$ cat src/rtl/pgwr_pkg.sv
`timescale 1ns/1ps
package pgwr_pkg;

  typedef enum logic [2:0] {
    P_IDLE,
    P_LOAD,
    P_SETUP,
    P_STROBE,
    P_HOLD,
    P_TAIL,
    P_PROG
  } phase_t;

  function automatic int unsigned max_of(int unsigned a, int unsigned b);
    return (a > b) ? a : b;
  endfunction

  // The strobe gap, if a byte is taken now: cycles already high, plus this
  // cycle, plus the setup cycles before the next falling edge.
  function automatic logic gap_allows(int unsigned high_sofar,
                                      int unsigned setup_c,
                                      int unsigned win_c);
    return (high_sofar + 1 + setup_c) <= win_c;
  endfunction

  function automatic logic drives_bus(phase_t p);
    return (p == P_SETUP) || (p == P_STROBE) || (p == P_HOLD);
  endfunction

  function automatic logic in_window(phase_t p);
    return (p == P_HOLD) || (p == P_LOAD) || (p == P_SETUP) || (p == P_TAIL);
  endfunction

  function automatic logic chip_on(phase_t p);
    return (p != P_IDLE) && (p != P_PROG);
  endfunction

endpackage

$ cat src/rtl/pgwr_timer.sv
`timescale 1ns/1ps
module pgwr_timer #(
  parameter int W = 6
) (
  input  logic         clk,
  input  logic         rst_n,
  input  logic         load,
  input  logic [W-1:0] load_val,
  output logic         zero
);
  logic [W-1:0] cnt_q;

  always_ff @(posedge clk or negedge rst_n) begin
    if (!rst_n)              cnt_q <= '0;
    else if (load)           cnt_q <= load_val;
    else if (cnt_q != '0)    cnt_q <= cnt_q - 1'b1;
  end

  assign zero = (cnt_q == '0);
endmodule

$ cat src/rtl/pgwr_gapmon.sv
`timescale 1ns/1ps
module pgwr_gapmon
  import pgwr_pkg::*;
#(
  parameter int CW         = 5,
  parameter int SETUP_CYC  = 2,
  parameter int WINDOW_CYC = 12
) (
  input  logic          clk,
  input  logic          rst_n,
  input  phase_t        phase,
  output logic [CW-1:0] high_cnt,
  output logic          load_ok
);
  localparam logic [CW-1:0] SAT = {CW{1'b1}};

  always_ff @(posedge clk or negedge rst_n) begin
    if (!rst_n)                                high_cnt <= '0;
    else if (phase == P_STROBE)                high_cnt <= '0;
    else if (in_window(phase) && high_cnt != SAT) high_cnt <= high_cnt + 1'b1;
  end

  assign load_ok = gap_allows(int'(high_cnt), SETUP_CYC, WINDOW_CYC);
endmodule

$ cat src/rtl/pgwr_ctrl.sv
`timescale 1ns/1ps
module pgwr_ctrl
  import pgwr_pkg::*;
#(
  parameter int OFF_W      = 6,
  parameter int TW         = 6,
  parameter int CW         = 5,
  parameter int SETUP_CYC  = 2,
  parameter int PULSE_CYC  = 3,
  parameter int HOLD_CYC   = 2,
  parameter int WINDOW_CYC = 12,
  parameter int PROG_CYC   = 30
) (
  input  logic             clk,
  input  logic             rst_n,
  input  logic             req_valid,
  input  logic [OFF_W-1:0] req_len_m1,
  input  logic             byte_valid,
  input  logic             tmr_zero,
  input  logic             load_ok,
  input  logic [CW-1:0]    high_cnt,
  output phase_t           phase,
  output logic             tmr_load,
  output logic [TW-1:0]    tmr_val,
  output logic             req_ready,
  output logic             byte_ready,
  output logic             req_take,
  output logic             byte_take,
  output logic             underrun,
  output logic             done
);
  phase_t           phase_q, phase_d;
  logic [OFF_W-1:0] rem_q;
  logic             first_q, err_q, done_q;
  logic             stall_out;

  assign req_ready  = (phase_q == P_IDLE) && !done_q;
  assign byte_ready = (phase_q == P_LOAD) && (first_q || load_ok);
  assign req_take   = req_valid && req_ready;
  assign byte_take  = byte_valid && byte_ready;
  assign stall_out  = (phase_q == P_LOAD) && !first_q && !load_ok;

  always_comb begin
    phase_d  = phase_q;
    tmr_load = 1'b0;
    tmr_val  = '0;
    unique case (phase_q)
      P_IDLE:   if (req_take) phase_d = P_LOAD;
      P_LOAD: begin
        if (byte_take) begin
          phase_d = P_SETUP; tmr_load = 1'b1; tmr_val = TW'(SETUP_CYC - 1);
        end else if (stall_out) begin
          phase_d = P_TAIL;  tmr_load = 1'b1; tmr_val = TW'(WINDOW_CYC - 1);
        end
      end
      P_SETUP:  if (tmr_zero) begin
        phase_d = P_STROBE; tmr_load = 1'b1; tmr_val = TW'(PULSE_CYC - 1);
      end
      P_STROBE: if (tmr_zero) begin
        phase_d = P_HOLD; tmr_load = 1'b1; tmr_val = TW'(HOLD_CYC - 1);
      end
      P_HOLD:   if (tmr_zero) begin
        if (rem_q == '0) begin
          phase_d = P_TAIL; tmr_load = 1'b1; tmr_val = TW'(WINDOW_CYC - 1);
        end else begin
          phase_d = P_LOAD;
        end
      end
      P_TAIL:   if (tmr_zero) begin
        phase_d = P_PROG; tmr_load = 1'b1; tmr_val = TW'(PROG_CYC - 1);
      end
      P_PROG:   if (tmr_zero) phase_d = P_IDLE;
      default:  phase_d = P_IDLE;
    endcase
  end

  always_ff @(posedge clk or negedge rst_n) begin
    if (!rst_n) begin
      phase_q <= P_IDLE;
      rem_q   <= '0;
      first_q <= 1'b0;
      err_q   <= 1'b0;
      done_q  <= 1'b0;
    end else begin
      phase_q <= phase_d;
      done_q  <= (phase_q == P_PROG) && tmr_zero;
      if (req_take) begin
        rem_q   <= req_len_m1;
        first_q <= 1'b1;
        err_q   <= 1'b0;
      end else begin
        if (phase_q == P_STROBE) first_q <= 1'b0;
        if (stall_out)           err_q   <= 1'b1;
        if (phase_q == P_HOLD && tmr_zero && rem_q != '0) rem_q <= rem_q - 1'b1;
      end
    end
  end

  assign phase    = phase_q;
  assign underrun = err_q;
  assign done     = done_q;

  // the high gap closing at this falling edge fits the window
  a_r6_gap_limit: assert property (@(posedge clk) disable iff (!rst_n)
    (phase_q == P_SETUP && tmr_zero && !first_q) |-> (int'(high_cnt) + 1 <= WINDOW_CYC));

  // the flag only rises when the stream left the load phase waiting
  a_r8_flag_cause: assert property (@(posedge clk) disable iff (!rst_n)
    $rose(err_q) |-> ($past(phase_q) == P_LOAD && phase_q == P_TAIL));
endmodule

$ cat src/rtl/pgwr_bus.sv
`timescale 1ns/1ps
module pgwr_bus
  import pgwr_pkg::*;
#(
  parameter int PAGE_W = 9,
  parameter int OFF_W  = 6,
  parameter int DATA_W = 8
) (
  input  logic                    clk,
  input  logic                    rst_n,
  input  logic                    req_take,
  input  logic [PAGE_W-1:0]       req_page,
  input  logic                    byte_take,
  input  logic [OFF_W-1:0]        byte_off,
  input  logic [DATA_W-1:0]       byte_data,
  input  phase_t                  phase,
  output logic [PAGE_W+OFF_W-1:0] mem_addr,
  output logic [DATA_W-1:0]       mem_dq,
  output logic                    mem_dq_oe
);
  logic [PAGE_W-1:0] page_q;
  logic [OFF_W-1:0]  off_q;
  logic [DATA_W-1:0] data_q;

  always_ff @(posedge clk or negedge rst_n) begin
    if (!rst_n) begin
      page_q <= '0;
      off_q  <= '0;
      data_q <= '0;
    end else begin
      if (req_take)  page_q <= req_page;
      if (byte_take) begin
        off_q  <= byte_off;
        data_q <= byte_data;
      end
    end
  end

  assign mem_addr  = {page_q, off_q};
  assign mem_dq    = data_q;
  assign mem_dq_oe = drives_bus(phase);

  // nothing moves on the bus while the strobe is low
  a_r5_stable_strobe: assert property (@(posedge clk) disable iff (!rst_n)
    (phase == P_STROBE && $past(phase) == P_STROBE) |-> ($stable(mem_addr) && $stable(mem_dq)));
endmodule

$ cat src/rtl/pgwr_seq.sv
`timescale 1ns/1ps
module pgwr_seq
  import pgwr_pkg::*;
#(
  parameter int PAGE_W     = 9,
  parameter int OFF_W      = 6,
  parameter int DATA_W     = 8,
  parameter int SETUP_CYC  = 2,
  parameter int PULSE_CYC  = 3,
  parameter int HOLD_CYC   = 2,
  parameter int WINDOW_CYC = 12,
  parameter int PROG_CYC   = 30
) (
  input  logic                    clk,
  input  logic                    rst_n,
  input  logic                    req_valid,
  output logic                    req_ready,
  input  logic [PAGE_W-1:0]       req_page,
  input  logic [OFF_W-1:0]        req_len_m1,
  input  logic                    byte_valid,
  output logic                    byte_ready,
  input  logic [OFF_W-1:0]        byte_off,
  input  logic [DATA_W-1:0]       byte_data,
  output logic                    mem_ce_n,
  output logic                    mem_we_n,
  output logic                    mem_oe_n,
  output logic [PAGE_W+OFF_W-1:0] mem_addr,
  output logic [DATA_W-1:0]       mem_dq,
  output logic                    mem_dq_oe,
  output logic                    seq_done,
  output logic                    seq_underrun
);
  localparam int MAXC = max_of(max_of(max_of(SETUP_CYC, PULSE_CYC),
                                      max_of(HOLD_CYC, WINDOW_CYC)), PROG_CYC);
  localparam int TW   = $clog2(MAXC + 1) + 1;
  localparam int CW   = $clog2(WINDOW_CYC + 2) + 1;
  localparam int AW   = PAGE_W + OFF_W;

  phase_t        phase;
  logic          tmr_load, tmr_zero, load_ok, req_take, byte_take;
  logic [TW-1:0] tmr_val;
  logic [CW-1:0] high_cnt;

  pgwr_timer #(.W(TW)) u_timer (
    .clk(clk), .rst_n(rst_n), .load(tmr_load), .load_val(tmr_val), .zero(tmr_zero)
  );

  pgwr_gapmon #(.CW(CW), .SETUP_CYC(SETUP_CYC), .WINDOW_CYC(WINDOW_CYC)) u_gap (
    .clk(clk), .rst_n(rst_n), .phase(phase), .high_cnt(high_cnt), .load_ok(load_ok)
  );

  pgwr_ctrl #(
    .OFF_W(OFF_W), .TW(TW), .CW(CW), .SETUP_CYC(SETUP_CYC), .PULSE_CYC(PULSE_CYC),
    .HOLD_CYC(HOLD_CYC), .WINDOW_CYC(WINDOW_CYC), .PROG_CYC(PROG_CYC)
  ) u_ctrl (
    .clk(clk), .rst_n(rst_n), .req_valid(req_valid), .req_len_m1(req_len_m1),
    .byte_valid(byte_valid), .tmr_zero(tmr_zero), .load_ok(load_ok), .high_cnt(high_cnt),
    .phase(phase), .tmr_load(tmr_load), .tmr_val(tmr_val), .req_ready(req_ready),
    .byte_ready(byte_ready), .req_take(req_take), .byte_take(byte_take),
    .underrun(seq_underrun), .done(seq_done)
  );

  pgwr_bus #(.PAGE_W(PAGE_W), .OFF_W(OFF_W), .DATA_W(DATA_W)) u_bus (
    .clk(clk), .rst_n(rst_n), .req_take(req_take), .req_page(req_page),
    .byte_take(byte_take), .byte_off(byte_off), .byte_data(byte_data), .phase(phase),
    .mem_addr(mem_addr), .mem_dq(mem_dq), .mem_dq_oe(mem_dq_oe)
  );

  assign mem_ce_n = !chip_on(phase);
  assign mem_we_n = (phase != P_STROBE);
  assign mem_oe_n = 1'b1;

  // Strobe events brought out for the checks below
  logic          we_q;
  logic [TW-1:0] low_len;
  logic          strobe_rise;

  always_ff @(posedge clk or negedge rst_n) begin
    if (!rst_n) begin
      we_q    <= 1'b1;
      low_len <= '0;
    end else begin
      we_q    <= mem_we_n;
      low_len <= mem_we_n ? '0 : low_len + 1'b1;
    end
  end
  assign strobe_rise = mem_we_n && !we_q;

  // each strobe lasted exactly the pulse width
  a_r4_pulse_width: assert property (@(posedge clk) disable iff (!rst_n)
    strobe_rise |-> (low_len == TW'(PULSE_CYC)));

  // page bits stay put while the chip is selected
  a_r3_page_fixed: assert property (@(posedge clk) disable iff (!rst_n)
    (!mem_ce_n && $past(!mem_ce_n)) |-> $stable(mem_addr[AW-1:OFF_W]));

  // no new request while busy
  a_r10_busy_not_ready: assert property (@(posedge clk) disable iff (!rst_n)
    (!mem_ce_n || seq_done) |-> !req_ready);

  // done is a single-cycle pulse, issued with the chip released
  a_r9_done_pulse: assert property (@(posedge clk) disable iff (!rst_n)
    seq_done |-> (mem_ce_n && mem_we_n) ##1 !seq_done);
endmodule

$ cat config.mk
export PLATFORM = sky130hd
export DESIGN_NAME = pgwr_seq
export DESIGN_NICKNAME = d
export VERILOG_FILES = /design/src/rtl/pgwr_pkg.sv /design/src/rtl/pgwr_timer.sv /design/src/rtl/pgwr_gapmon.sv /design/src/rtl/pgwr_ctrl.sv /design/src/rtl/pgwr_bus.sv /design/src/rtl/pgwr_seq.sv
export SDC_FILE = /design/constraint.sdc
export NUM_CORES = 1
export LEC_CHECK = 0
export BUFFER_PORTS_ARGS = -buffer_cell sky130_fd_sc_hd__clkbuf_2
export CORE_ASPECT_RATIO = 1.75
export CORE_MARGIN = 1
export CORE_UTILIZATION = 50
export CTS_BUF_LIST = sky130_fd_sc_hd__clkbuf_16
export CTS_CLUSTER_DIAMETER = 150
export DETAILED_ROUTE_END_ITERATION = 12
export PLACE_DENSITY = 0.75
export SLEW_MARGIN = 20
export SYNTH_ARGS = -nofsm -noshare
export SYNTH_HDL_FRONTEND = slang
export SYNTH_SLANG_ARGS = --single-unit
export TNS_END_PERCENT = 30
$ cat constraint.sdc
create_clock -name clk -period 3.2 [get_ports clk]
set_input_delay 0 -clock clk [delete_from_list [all_inputs] [get_ports clk]]
set_output_delay 0 -clock clk [all_outputs]
set_load 0.05 [all_outputs]
==> reports/qor.yml <==
run_status:
  status: "finished clean"
logic_synthesis:
  synthesis.area_um2: 2780
  synth_top_cell_area_share_pct: 41.4
  postSynthCellCount: 293
  synth_area_leader_cell: "dfrtp_1"
  fraction_of_the_yosys_area_taken_by_sequential_cells_pct: 41.4
  postSynth.topFlopCell: "dfrtp_1"
  post_synth_num_cell_types: 57
  yosys.cell_count.top_type: "dfrtp_1"
  synth_warnings: 0
  synthesis.area_per_instance_um2: 9.49
  number_of_synthesized_register_bits: 46
  post_synth_main_area_contributors: "dfrtp_1 41%, mux2_2 7.3%, nor2_1 4.3%, ha_1 3.2%, nand2_1 3.0%"
  synth_commonest_cells: "46 x dfrtp_1, 32 x nor2_1, 22 x nand2_1"
  synthesized_netlist_net_count: 333
  asyncSetResetFlopFracSynth_pct: 100
  synth_enable_flop_cells: 0
die:
  core.rowCount: 35
  fp.dieArea_um2: 5870
  top_level_ports: 64
  dieHeight_um: 101
  starting_utilization_of_the_core_area_pct: 52.5
  floorplan.die.width_um: 58.4
  core-area_um2: 5300
power_and_ir_drop:
  pwr_density_cell_nw_per_um2: 1210
  overall_power_mw: 4.37
  cellLeakagePower_nw: 1.69
  irDropWorstVdd_mv: 0.866
grt:
  grt_max_degree: 29
  number_of_antenna_violations_at_the_first_check_in_global_routing: 0
  first_global_vias: 2620
  grt_use_total_pct: 28.2
  grt_pass1_wl_mm: 12.5
  globalRoute.totalOverflow: 0
routing:
  vias_per_cell: 5.65
  ant_nets: 0
  wl_met1_mm: 2.93
  dr_wl_met2_mm: 4.11
  vias: 2572
  remaining_drc_errors: 0
  wirelength_mm: 7.74
  highest_layer: "met4"
  drt-initial-drc-count: 65
  met3_wirelength_um: 393
  drtPass1Iterations: 4
  drt-wirelength-per-cell_um: 17.0
timing:
  min_period_ps: 2920
  fmax_ghz: 0.343
  final.period_utilization_pct: 91.1
  setup_viol_count_final: 0
  final-max-slew-violation-count: 0
  tns_ps: 0
  max-slew-margin-rel_pct: 64.1
  finalHoldViolations: 0
  grt_setup_unrepaired: "false"
  skew_ps: 7.16
  timing_worst_slew_pin_value_ps: 539
final_layout:
  drive_gt1_share_pct: 27.8
  number_of_diodes_added_for_antenna_fixing: 0
  fillerInstances: 377
  layout.nets: 420
  area_delta_synth_final_pct: 30.4
  finish.utilization_pct: 68.4
clocking:
  clock-sinks: 46
  clk_path_buf_depth: 2
  tritoncts: "built"
  worst_setup_hold_path_clk_slew_ps: 70
  post_cts_repair_setup_buffers: 0
  numCtsBuffers: 5
  cts-root-buf: "clkbuf_16"
  clock_latency_ps: 290
  htreeDepth: 2
min_path:
  worst_hold_path_type: "in2async"
critical_path:
  highest_cell_delay_on_the_worst_timing_path_ps: 480
  worstPathCellList: "ha_1 > and3_1 > ha_1 > nor3b_1 > a211oi_2 > a21oi_4 > nor2_4 > mux2_2"
  worst-setup-path-type: "reg2reg"
  critical_path_peak_fanout: 15
  worstSetupStartpointType: "flop"
  arrival_time_at_the_worst_endpoint_ps: 3090
  crit_path_top_delay_cell: "dfrtp_1"
  worstSetupEndpointType: "flop"
  cell_occurring_most_often_along_the_worst_timing_path: "ha_1"
  critPathRequiredTime_ps: 3370
placed_design:
  dpl.hpwl_mm: 4.82
  buffer_ports.inserted: 62
  globalplace.congestion: 0.907
run:
  maxCapViolCount: 0
-- layout make-up --
class / instances / area [um^2] / share of cell area (%)
Inverter: 10 / 37.5 / 1.04
Clock buffer: 5 / 125 / 3.45
Tap cell: 74 / 92.6 / 2.55
Sequential cell: 46 / 1150 / 31.8
Clock inverter: 3 / 41.3 / 1.14
Timing Repair Buffer: 102 / 686 / 18.9
Multi-Input combinational cell: 215 / 1490 / 41.1
-- through the flow --
stage	setup slack [ps]	instance area (um^2)	hold WS, ps	cells
2_1_floorplan	507	2790	-296	293
3_3_place_gp	199	3150	-0.610	417
3_5_place_dp	102	3150	-0.0425	417
4_1_cts	82.7	3620	234	455
5_1_grt	118	3620	275	455
6_report	284	3620	210	455
-- logic make-up after synthesis --
| kind of cell | synth area share, % |
|---|---|
| and+or+nand+nor | 18.9 |
| adders and majority gates | 3.15 |
| muxes | 11.5 |
| AOI/OAI and AO/OA | 16.4 |
| buffers and inverters | 5.36 |
| other | 0.135 |
| DFF | 41.4 |
| xor gates and xnor gates | 3.15 |
-- layer usage --
metal	vias up	track usage, %
met2	100	50.1
met5	-	0
met1	1234	31.3
li1	1209	-
met3	29	5.52
met4	0	13.7
-- sequential cells by signal, indices dropped and copies added, names as in the netlist --
register         count
u_bus.page_q         9
u_bus.mem_dq         8
u_bus.off_q          6
u_ctrl.rem_q         6
u_timer.cnt_q        6
u_gap.high_cnt       5
u_ctrl.phase         3
u_ctrl.done          1
u_ctrl.first_q       1
u_ctrl.underrun      1
-- repair_timing --
item                                    4_1_cts  5_1_grt
endpoints found under the setup margin        0       14
hold endpoints to repair                     50        0
resized for setup                             0        1
hold buffers                                 30        0
-- critical path: cells and delay by family, from the launching register on --
family | cells | cell delay [ps]
simple gates | 3 | 660
mux | 1 | 410
flops | 1 | 480
fa+ha+maj | 2 | 750
compound gates | 2 | 490
-- where the power goes --
part,total [mW],switching [mW],internal [mW]
Clock,0.588,0.222,0.366
Sequential,1.13,0.256,0.869
Combinational,2.66,1.73,0.926
-- path summary, 6_finish.rpt --
path	cells after the start	startpoint	slack, ps	end
hold / removal	2	rst_n	210	u_bus.page_q[8]$_DFFE_PN0P_
hold reg to reg	1	u_bus.mem_dq[3]$_DFFE_PN0N_	500	u_bus.mem_dq[3]$_DFFE_PN0N_
min in group clk	4	byte_valid	280	u_ctrl.phase[2]$_DFFE_PN0P_
setup / recovery	8	u_gap.high_cnt[0]$_DFFE_PN0P_	280	u_bus.mem_dq[5]$_DFFE_PN0N_
setup reg to reg	8	u_gap.high_cnt[0]$_DFFE_PN0P_	280	u_bus.mem_dq[5]$_DFFE_PN0N_
max in group asynchronous	3	rst_n	2250	u_ctrl.phase[0]$_DFFE_PN0P_
-- cells in the final DEF (no fill, tap or decap), types with 4 or more instances in the layout --
cell type	n
clkbuf_2	62
dfrtp_1	46
nor2_1	32
dlygate4sd3_1	30
nand2_1	22
mux2_2	18
o21ai_0	16
a21oi_1	15
inv_1	11
buf_4	10
nand3_1	9
nor3_1	9
xnor2_1	8
a31oi_1	7
ha_1	7
mux2i_1	6
nand2b_1	5
mux2_1	5
clkbuf_16	5
or3_1	4
Note: power is estimated with default switching activity, not from simulation.
